`config.mk`:
```
export PLATFORM = sky130hd
export DESIGN_NAME = hdx_byte_buffer
export DESIGN_NICKNAME = d
export VERILOG_FILES = /design/src/rtl/hdx_buf_pkg.sv /design/src/rtl/hdx_fifo_core.sv /design/src/rtl/hdx_port_route.sv /design/src/rtl/hdx_irq_eval.sv /design/src/rtl/hdx_byte_buffer.sv
export SDC_FILE = /design/constraint.sdc
export NUM_CORES = 1
export LEC_CHECK = 0
export BUFFER_PORTS_ARGS = -buffer_cell sky130_fd_sc_hd__buf_2
export CORE_MARGIN = 10
export CORE_UTILIZATION = 35
export CTS_CLUSTER_SIZE = 30
export DETAILED_ROUTE_END_ITERATION = 6
export SYNTH_ARGS = -nofsm -noshare
export SYNTH_HDL_FRONTEND = slang
export SYNTH_SLANG_ARGS = --single-unit
```
`constraint.sdc`:
```
create_clock -name clk -period 3.1 [get_ports clk]
set_input_delay 0.155 -clock clk [delete_from_list [all_inputs] [get_ports clk]]
set_output_delay 0.155 -clock clk [all_outputs]
set_load 0.02 [all_outputs]
```
`src/rtl/hdx_buf_pkg.sv`:
```
`timescale 1ns/1ps
package hdx_buf_pkg;

  typedef enum logic [1:0] {
    LINK_IDLE   = 2'b00,
    LINK_TX     = 2'b01,
    LINK_RXPOLL = 2'b10,
    LINK_RX     = 2'b11
  } link_mode_e;

  typedef enum logic [1:0] {
    IRQ_WM_LOW  = 2'b00,
    IRQ_WM_MID  = 2'b01,
    IRQ_WM_HIGH = 2'b10,
    IRQ_EVENT   = 2'b11
  } irq_sel_e;

  function automatic logic mode_is_rx(input link_mode_e m);
    return (m == LINK_RXPOLL) || (m == LINK_RX);
  endfunction

  function automatic logic mode_is_tx(input link_mode_e m);
    return m == LINK_TX;
  endfunction

endpackage

```
`src/rtl/hdx_fifo_core.sv`:
```
`timescale 1ns/1ps
module hdx_fifo_core #(
  parameter int DEPTH = 16,
  parameter int DW    = 8,
  localparam int AW   = (DEPTH > 1) ? $clog2(DEPTH) : 1,
  localparam int CW   = $clog2(DEPTH + 1)
) (
  input  logic          clk,
  input  logic          rst_n,
  input  logic          flush,
  input  logic          push,
  input  logic [DW-1:0] push_data,
  input  logic          pop,
  output logic [DW-1:0] head_data,
  output logic [CW-1:0] count,
  output logic          empty,
  output logic          push_drop,
  output logic          pop_drop
);

  logic [DW-1:0] mem [DEPTH];
  logic [AW-1:0] wptr, rptr;
  logic          full, push_ok, pop_ok;

  function automatic logic [AW-1:0] ptr_next(input logic [AW-1:0] p);
    return (p == AW'(DEPTH - 1)) ? '0 : p + AW'(1);
  endfunction

  assign full      = (count == CW'(DEPTH));
  assign empty     = (count == '0);
  assign push_ok   = push && !full && !flush;
  assign pop_ok    = pop && !empty && !flush;
  assign push_drop = push && full && !flush;
  assign pop_drop  = pop && empty && !flush;
  assign head_data = mem[rptr];

  always_ff @(posedge clk) begin
    if (push_ok) mem[wptr] <= push_data;
  end

  always_ff @(posedge clk or negedge rst_n) begin
    if (!rst_n) begin
      wptr  <= '0;
      rptr  <= '0;
      count <= '0;
    end else if (flush) begin
      wptr  <= '0;
      rptr  <= '0;
      count <= '0;
    end else begin
      if (push_ok) wptr <= ptr_next(wptr);
      if (pop_ok)  rptr <= ptr_next(rptr);
      case ({push_ok, pop_ok})
        2'b10:   count <= count + CW'(1);
        2'b01:   count <= count - CW'(1);
        default: count <= count;
      endcase
    end
  end

endmodule

```
`src/rtl/hdx_port_route.sv`:
```
`timescale 1ns/1ps
module hdx_port_route
  import hdx_buf_pkg::*;
#(
  parameter int DW = 8
) (
  input  link_mode_e    mode,
  input  logic          empty,
  input  logic [DW-1:0] head_data,
  input  logic          host_wr_valid,
  input  logic [DW-1:0] host_wr_data,
  output logic          host_wr_ready,
  output logic          host_rd_valid,
  input  logic          host_rd_ready,
  output logic [DW-1:0] host_rd_data,
  input  logic          mdm_rx_valid,
  input  logic [DW-1:0] mdm_rx_data,
  output logic          mdm_rx_ready,
  output logic          mdm_tx_valid,
  input  logic          mdm_tx_ready,
  output logic [DW-1:0] mdm_tx_data,
  output logic          push,
  output logic [DW-1:0] push_data,
  output logic          pop
);

  logic tx_dir, rx_dir;

  assign tx_dir = mode_is_tx(mode);
  assign rx_dir = mode_is_rx(mode);

  assign host_wr_ready = tx_dir;
  assign mdm_rx_ready  = rx_dir;
  assign mdm_tx_valid  = tx_dir && !empty;
  assign host_rd_valid = rx_dir && !empty;
  assign host_rd_data  = head_data;
  assign mdm_tx_data   = head_data;

  always_comb begin
    push      = 1'b0;
    pop       = 1'b0;
    push_data = host_wr_data;
    if (tx_dir) begin
      push = host_wr_valid;
      pop  = mdm_tx_ready;
    end else if (rx_dir) begin
      push      = mdm_rx_valid;
      push_data = mdm_rx_data;
      pop       = host_rd_ready;
    end
  end

endmodule

```
`src/rtl/hdx_irq_eval.sv`:
```
`timescale 1ns/1ps
module hdx_irq_eval
  import hdx_buf_pkg::*;
#(
  parameter int DEPTH   = 16,
  parameter int WM_STEP = 4,
  localparam int CW     = $clog2(DEPTH + 1)
) (
  input  link_mode_e    mode,
  input  irq_sel_e      sel,
  input  logic [CW-1:0] count,
  input  logic          rx_err,
  output logic          irq
);

  logic [CW-1:0] thr;
  logic          wm_on;

  always_comb begin
    thr   = CW'((32'(sel) + 32'd1) * WM_STEP);
    wm_on = (sel != IRQ_EVENT);
    case (mode)
      LINK_TX:             irq = (count == '0) || (wm_on && (count <= thr));
      LINK_RXPOLL, LINK_RX: irq = rx_err || (wm_on && (count >= thr));
      default:             irq = 1'b0;
    endcase
  end

endmodule

```
`src/rtl/hdx_byte_buffer.sv`:
```
`timescale 1ns/1ps
module hdx_byte_buffer
  import hdx_buf_pkg::*;
#(
  parameter int DEPTH   = 16,
  parameter int DW      = 8,
  parameter int WM_STEP = 4,
  localparam int CW     = $clog2(DEPTH + 1)
) (
  input  logic          clk,
  input  logic          rst_n,
  input  logic          cfg_we,
  input  logic [1:0]    cfg_mode,
  input  logic [1:0]    cfg_irq_sel,
  input  logic          stat_rd,
  input  logic          host_wr_valid,
  output logic          host_wr_ready,
  input  logic [DW-1:0] host_wr_data,
  output logic          host_rd_valid,
  input  logic          host_rd_ready,
  output logic [DW-1:0] host_rd_data,
  input  logic          mdm_rx_valid,
  output logic          mdm_rx_ready,
  input  logic [DW-1:0] mdm_rx_data,
  input  logic          mdm_rx_err,
  output logic          mdm_tx_valid,
  input  logic          mdm_tx_ready,
  output logic [DW-1:0] mdm_tx_data,
  output logic [1:0]    cur_mode,
  output logic [1:0]    cur_irq_sel,
  output logic [CW-1:0] fill_level,
  output logic          rx_error,
  output logic          overflow,
  output logic          underflow,
  output logic          irq
);

  link_mode_e    mode_q;
  irq_sel_e      sel_q;
  logic          flush;
  logic          push, pop, empty, push_drop, pop_drop;
  logic [DW-1:0] push_data, head_data;
  logic [CW-1:0] count;
  logic          err_q, ovf_q, unf_q;

  assign flush = cfg_we && (link_mode_e'(cfg_mode) != mode_q);

  always_ff @(posedge clk or negedge rst_n) begin
    if (!rst_n) begin
      mode_q <= LINK_IDLE;
      sel_q  <= IRQ_WM_HIGH;
    end else if (cfg_we) begin
      mode_q <= link_mode_e'(cfg_mode);
      sel_q  <= irq_sel_e'(cfg_irq_sel);
    end
  end

  always_ff @(posedge clk or negedge rst_n) begin
    if (!rst_n) begin
      err_q <= 1'b0;
      ovf_q <= 1'b0;
      unf_q <= 1'b0;
    end else begin
      err_q <= flush ? 1'b0
                     : ((err_q && !stat_rd) || (mode_is_rx(mode_q) && mdm_rx_err));
      ovf_q <= (ovf_q && !stat_rd) || push_drop;
      unf_q <= (unf_q && !stat_rd) || pop_drop;
    end
  end

  hdx_port_route #(.DW(DW)) u_route (
    .mode          (mode_q),
    .empty         (empty),
    .head_data     (head_data),
    .host_wr_valid (host_wr_valid),
    .host_wr_data  (host_wr_data),
    .host_wr_ready (host_wr_ready),
    .host_rd_valid (host_rd_valid),
    .host_rd_ready (host_rd_ready),
    .host_rd_data  (host_rd_data),
    .mdm_rx_valid  (mdm_rx_valid),
    .mdm_rx_data   (mdm_rx_data),
    .mdm_rx_ready  (mdm_rx_ready),
    .mdm_tx_valid  (mdm_tx_valid),
    .mdm_tx_ready  (mdm_tx_ready),
    .mdm_tx_data   (mdm_tx_data),
    .push          (push),
    .push_data     (push_data),
    .pop           (pop)
  );

  hdx_fifo_core #(.DEPTH(DEPTH), .DW(DW)) u_fifo (
    .clk       (clk),
    .rst_n     (rst_n),
    .flush     (flush),
    .push      (push),
    .push_data (push_data),
    .pop       (pop),
    .head_data (head_data),
    .count     (count),
    .empty     (empty),
    .push_drop (push_drop),
    .pop_drop  (pop_drop)
  );

  hdx_irq_eval #(.DEPTH(DEPTH), .WM_STEP(WM_STEP)) u_irq (
    .mode   (mode_q),
    .sel    (sel_q),
    .count  (count),
    .rx_err (err_q),
    .irq    (irq)
  );

  assign cur_mode    = mode_q;
  assign cur_irq_sel = sel_q;
  assign fill_level  = count;
  assign rx_error    = err_q;
  assign overflow    = ovf_q;
  assign underflow   = unf_q;

endmodule

```
## After elaboration in Yosys (flattened, before gate mapping)

Memories as Yosys holds them, arrays and structs flattened.
Cells that the tools add are included.

| storage, ports and cells | value |
|---|---|
| output and inout port bits | 33 |
| bits of input ports | 29 |
| memories | 1 |
| bits in writable memories | 128 |
| flip-flop bits (word level) | 20 |

Memory list:

| name | depth | width | read ports | clocked after memory_dff | wr ports | RTL line | RTL |
|---|---|---|---|---|---|---|---|
| u_fifo.mem | 16 | 8 | 1 | 0 | 1 | hdx_fifo_core.sv:21 | `logic [DW-1:0] mem [DEPTH];` |

| operators by class | value |
|---|---|
| add/sub/neg operators | 5 |
| equality and inequality tests | 10 |
| mux-type cells | 18 |
| reduce and logical (&&, ||, !) cells | 32 |
| magnitude comparators | 2 |

Operator list:

| operator | count |
|---|---|
| $mux 4 | 6 |
| $logic_and 1x1->1 | 17 |
| $mux 8 | 2 |
| $pmux 5 s2 | 1 |
| $add 4x1->4 const B | 2 |
| $eq 4x4->1 const B | 2 |
| $mux 1 | 7 |
| $eq 2x2->1 const B | 3 |
| $logic_or 1x1->1 | 6 |
| $add 5x1->5 const B | 1 |
| $eq 5x5->1 const B | 1 |
| $ge 5x5->1 | 1 |
| $le 5x5->1 | 1 |
| $logic_not 5->1 | 1 |
| $mux 5 | 1 |
| $sub 5x1->5 const B | 1 |
| $eq 2x1->1 const B | 2 |
| $logic_not 1->1 | 4 |
| $reduce_bool 2->1 | 2 |
| $add 2x1->3 const B | 1 |
| $reduce_bool 3->1 | 1 |
| $ne 2x2->1 | 1 |
| $ne 2x2->1 const B | 1 |
| $pmux 1 s2 | 1 |
| $reduce_or 2->1 | 1 |

## Logic depth before layout (Yosys ltp)

| depth | value |
|---|---|
| depth after elaboration | 9 |
| gate-level depth with buffers | 12 |
| gate-level depth less buffers | 10 |

## By module

A second synthesis with hierarchy kept.

| unflattened totals | value |
|---|---|
| cell total of the unflattened synthesis | 425 |
| area, all modules | 6645.1 µm² |

Modules (own cells, without submodules):

| module | area an instance (µm²) | times used | cells each |
|---|---|---|---|
| hdx_fifo_core | 5926.9 | 1 | 354 |
| hdx_port_route | 290.3 | 1 | 31 |
| hdx_byte_buffer | 280.3 | 1 | 19 |
| hdx_irq_eval | 147.6 | 1 | 21 |

## Worst setup path after synthesis

OpenSTA, ideal clock, no wires.

| timing | value |
|---|---|
| path type | register to register |
| from | register u_fifo.count[1] |
| to | register u_fifo.count[4] |
| cell stages (with the launch flop) | 12 |
| arrival | 2880 ps |
| period minus slack after synthesis | 3008 ps |
| path slack | 92 ps |
| library setup time | 128 ps |
| path through | dfrtp_1 -> buf_6 -> or4_1 -> buf_2 -> nand3_1 -> a211oi_2 -> xor2_1 -> ha_1 -> or4_1 -> a2111oi_0 -> o21ai_0 -> mux2i_1 |

| on the way | value |
|---|---|
| word-level cells in the longest chain between the ends | 7 |

Ends and longest elaborated chain:

| item | RTL line | RTL |
|---|---|---|
| from (decl) | hdx_fifo_core.sv:15 | `output logic [CW-1:0] count,` |
| from (signal assigned) | hdx_fifo_core.sv:54 | `2'b10: count <= count + CW'(1);` |
| from (signal assigned) | hdx_fifo_core.sv:55 | `2'b01: count <= count - CW'(1);` |
| from (signal assigned) | hdx_fifo_core.sv:56 | `default: count <= count;` |
| $eq 5x5->1 / $logic_not 5->1 (equally long branches) | hdx_fifo_core.sv:29, hdx_fifo_core.sv:30 |  |
| $logic_not 1->1 (on tied branches) | hdx_fifo_core.sv:31, hdx_fifo_core.sv:32 |  |
| $logic_and 1x1->1 (on tied branches) (2 in a row) | hdx_fifo_core.sv:31, hdx_fifo_core.sv:32 |  |
| $eq 2x1->1 / $eq 2x2->1 (equally long branches) | hdx_fifo_core.sv:53 | `case ({push_ok, pop_ok})` |
| $pmux 5 s2 | hdx_fifo_core.sv:53 |  |
| $mux 5 | hdx_fifo_core.sv:46 | `end else if (flush) begin` |

Parallel ways exist; a longest one is shown, timed or not.
A chain may end at the register's enable or synchronous reset.

## Worst setup path after layout

| timing | value |
|---|---|
| from | register u_fifo.count[0] |
| to | register u_fifo.count[4] |

The elaborated chain is that of the path after synthesis.

==> results.toml <==
[outcome]
status = "finished clean"

[routing]
drtIter0Drc = 218
routed_wl_um = 14600
drtPass1Iterations = 5
drc = 0
vias_per_cell = 5.23
vias = 3892
drt.antenna.violating_nets = 0
wire_per_inst_um = 19.6

[setup_path]
r2r_cells = 9
worst_setup_path_start_kind = "flip-flop"
r2r-end = "u_fifo.count[4]"
crit_fanout = 8
required_ns = 3.39
rr_startpoint = "u_fifo.count[0]"
cp-end-kind = "flip-flop"
worstSetupPathType = "flip-flop to flip-flop"
crit_arrival_ns = 3.33
reg2reg_slack_ns = 0.07

[grt]
grt_max_degree = 27
grt_use_total_pct = 12.4
grt_pass1_vias = 4189
grt_pass1_wl_um = 23100
grt_overflow = 0
antenna_found_initial = 0

[cells_and_area]
antenna_cells = 0
utilization_pct = 42.4
multiInputGateArea_sq_um = 2060
post_route_cells_drive_above_1_share_pct = 32.5
synthToLayoutAreaGrowth_pct = 19.8
register_area_sq_um = 4350
final_nets = 536
fillers = 1667

[placement]
gp_congestion = 0.884
port_buffers = 61
dpl.hpwl_um = 10200

[yosys]
avgSynthCellArea_sq_um = 15.6
async_reset_ff_share_pct = 13.5
synth.most_common_cell = "edfxtp_1"
ys_seq_area_share_pct = 66.1
netlist_top_cells_count = "edfxtp_1 (128), mux4_2 (24), a21oi_1 (22), nand2_1 (20), dfrtp_1 (19)"
synth.top_cell.area_share_pct = 58.4
ys.flop_type = "edfxtp_1"
synthTopCellsByArea = "edfxtp_1 (58%), mux4_2 (8.2%), dfrtp_1 (7.2%), mux2_2 (2.4%), ha_1 (1.9%)"
synth.net_count = 462
ys_warn_count = 0
synth_largest_area_cell = "edfxtp_1"
synth-edff-count = 128
syn_inst = 423
synth_cell_types = 58
synth_area_sq_um = 6580
ys_ff_latch = 148

[timing]
worstMarginPinSlew_ns = 0.620
slew_viol_final = 0
final-setup-viol-count = 0
slew_headroom_pct = 58.5
fmax_ghz = 0.330
hold_viol = 0
finalCritPeriodShare_pct = 97.9
fin_crit_ns = 3.03
hold_slack_ns = 0.0269
clock_skew_ns = 0.00872

[die]
design.die.area_sq_um = 24700
top_level_ports = 62
core_area_sq_um = 18600
initial_core_util_pct = 35.4
die_w_um = 157
die-height_um = 157
rows = 50

[clock_tree]
clock_latency_ns = 0.42
cts_buffer_depth = 2
path_clk_slew_ns = 0.06
cts_buffers = 17
cts_sinks = 148
root_buffer = "clkbuf_16"
cts_tree = "built"
htree_levels = 4
post_cts_buffers = 0

[min_path]
hold_path_depth = 3
hp-start = "stat_rd"
hp-class = "input pin to flip-flop"
worstHoldEndpoint = "overflow"

[power_and_ir_drop]
p_per_area_nw_per_um2 = 807
power.ir.vdd_worst_mv = 0.407
p_leak_nw = 2.81

[job]
cap_violations = 0
-- cells in the final DEF, fill, tap and decap left out, types with 3 or more instances in the layout --
cell	n
a32oi_1	5
nor2_1	18
mux2_2	14
o21ai_0	17
mux2i_1	10
a311oi_1	3
buf_2	61
a22oi_1	6
dfrtp_2	3
buf_4	17
edfxtp_1	128
bufinv_16	3
nor2b_1	6
inv_8	3
and2_1	10
inv_1	12
clkinv_4	3
clkbuf_16	17
mux4_2	24
dlygate4sd3_1	6
a211oi_1	10
inv_6	3
ha_1	10
xnor2_1	4
nand2_1	20
and3_1	8
nor3_1	4
dfrtp_1	16
a21oi_1	22
-- routing by layer --
metal	wire length [um]	global-route usage [%]	vias up
met1	6350	14.9	1968
met5	0	0	-
met4	219	5.03	0
li1	-	-	1816
met3	624	3.58	19
met2	7370	20.4	89
-- power breakdown --
group | internal [W] | switching (W)
clock | 0.00131 | 0.000879
combinational | 0.000751 | 0.000995
sequential | 0.00228 | 0.000153
total | 0.00434 | 0.00203
-- worst max path at each step --
stage / from / slack [ns] / cells past startpoint / end
after detailed placement: u_fifo.count[0] / 0.12 / 9 / u_fifo.count[4]
after CTS: u_fifo.count[0] / 0.07 / 9 / u_fifo.count[4]
after global routing: cur_mode[1] / -0.02 / 9 / u_fifo.count[4]
after global placement: u_fifo.count[0] / 0.16 / 9 / u_fifo.count[4]
after floorplan: u_fifo.count[1] / 0.09 / 11 / u_fifo.count[4]
final: u_fifo.count[0] / 0.07 / 9 / u_fifo.count[4]
-- metrics by stage --
step,TNS (ns),instance area (sq um),total power [W],cells,setup slack (ns)
after floorplan,0,6580,0.00372,423,0.0919
after global placement,0,7160,0.00418,706,0.162
after detailed placement,0,7160,0.00420,706,0.118
after CTS,0,7860,0.00640,744,0.0729
after global routing,-0.0211,7880,0.00668,744,-0.0211
final,0,7880,0.00636,744,0.0654
-- worst max-delay path: stages, from the launching register on --
cell and delay (ns):
dfrtp_2 0.47, or4_1 0.57, nand3_2 0.16, a211oi_2 0.11
xor2_1 0.17, ha_1 0.26, or4_1 0.43, a2111oi_2 0.37
o21ai_0 0.20, mux2i_1 0.16
-- final cells by class --
type / instances / share of cell area, %
multi-input cells: 234 / 26.1
flip-flops and latches: 148 / 55.2
clock buffers: 17 / 5.40
well taps: 234 / 3.71
inverters: 12 / 0.571
repair buffers: 84 / 6.25
clock inverters: 15 / 2.75
-- cell families after synthesis --
kind of cell             synth area share [%]
flip-flops                               66.1
AND/OR/NAND/NOR                          7.19
buffers and inverters                    3.02
multiplexers                             12.4
XOR/XNOR                                0.799
adder cells (fa/ha/maj)                  1.90
AO/OA/AOI/OAI                            8.67
-- registers in the layout (all words and copies together), names as in the netlist --
signal and count:
rx_error 1, cur_mode 2, cur_irq_sel 2, u_fifo.rptr 4
u_fifo.count 5, underflow 1, u_fifo.mem 128, overflow 1
u_fifo.wptr 4
-- repair_timing --
action,in CTS,in global routing
hold endpoints to repair,24,0
endpoints found under the setup margin,0,1
hold buffers,6,0
gates resized for setup,0,6
No activity file was read; power rests on OpenSTA's default activity.
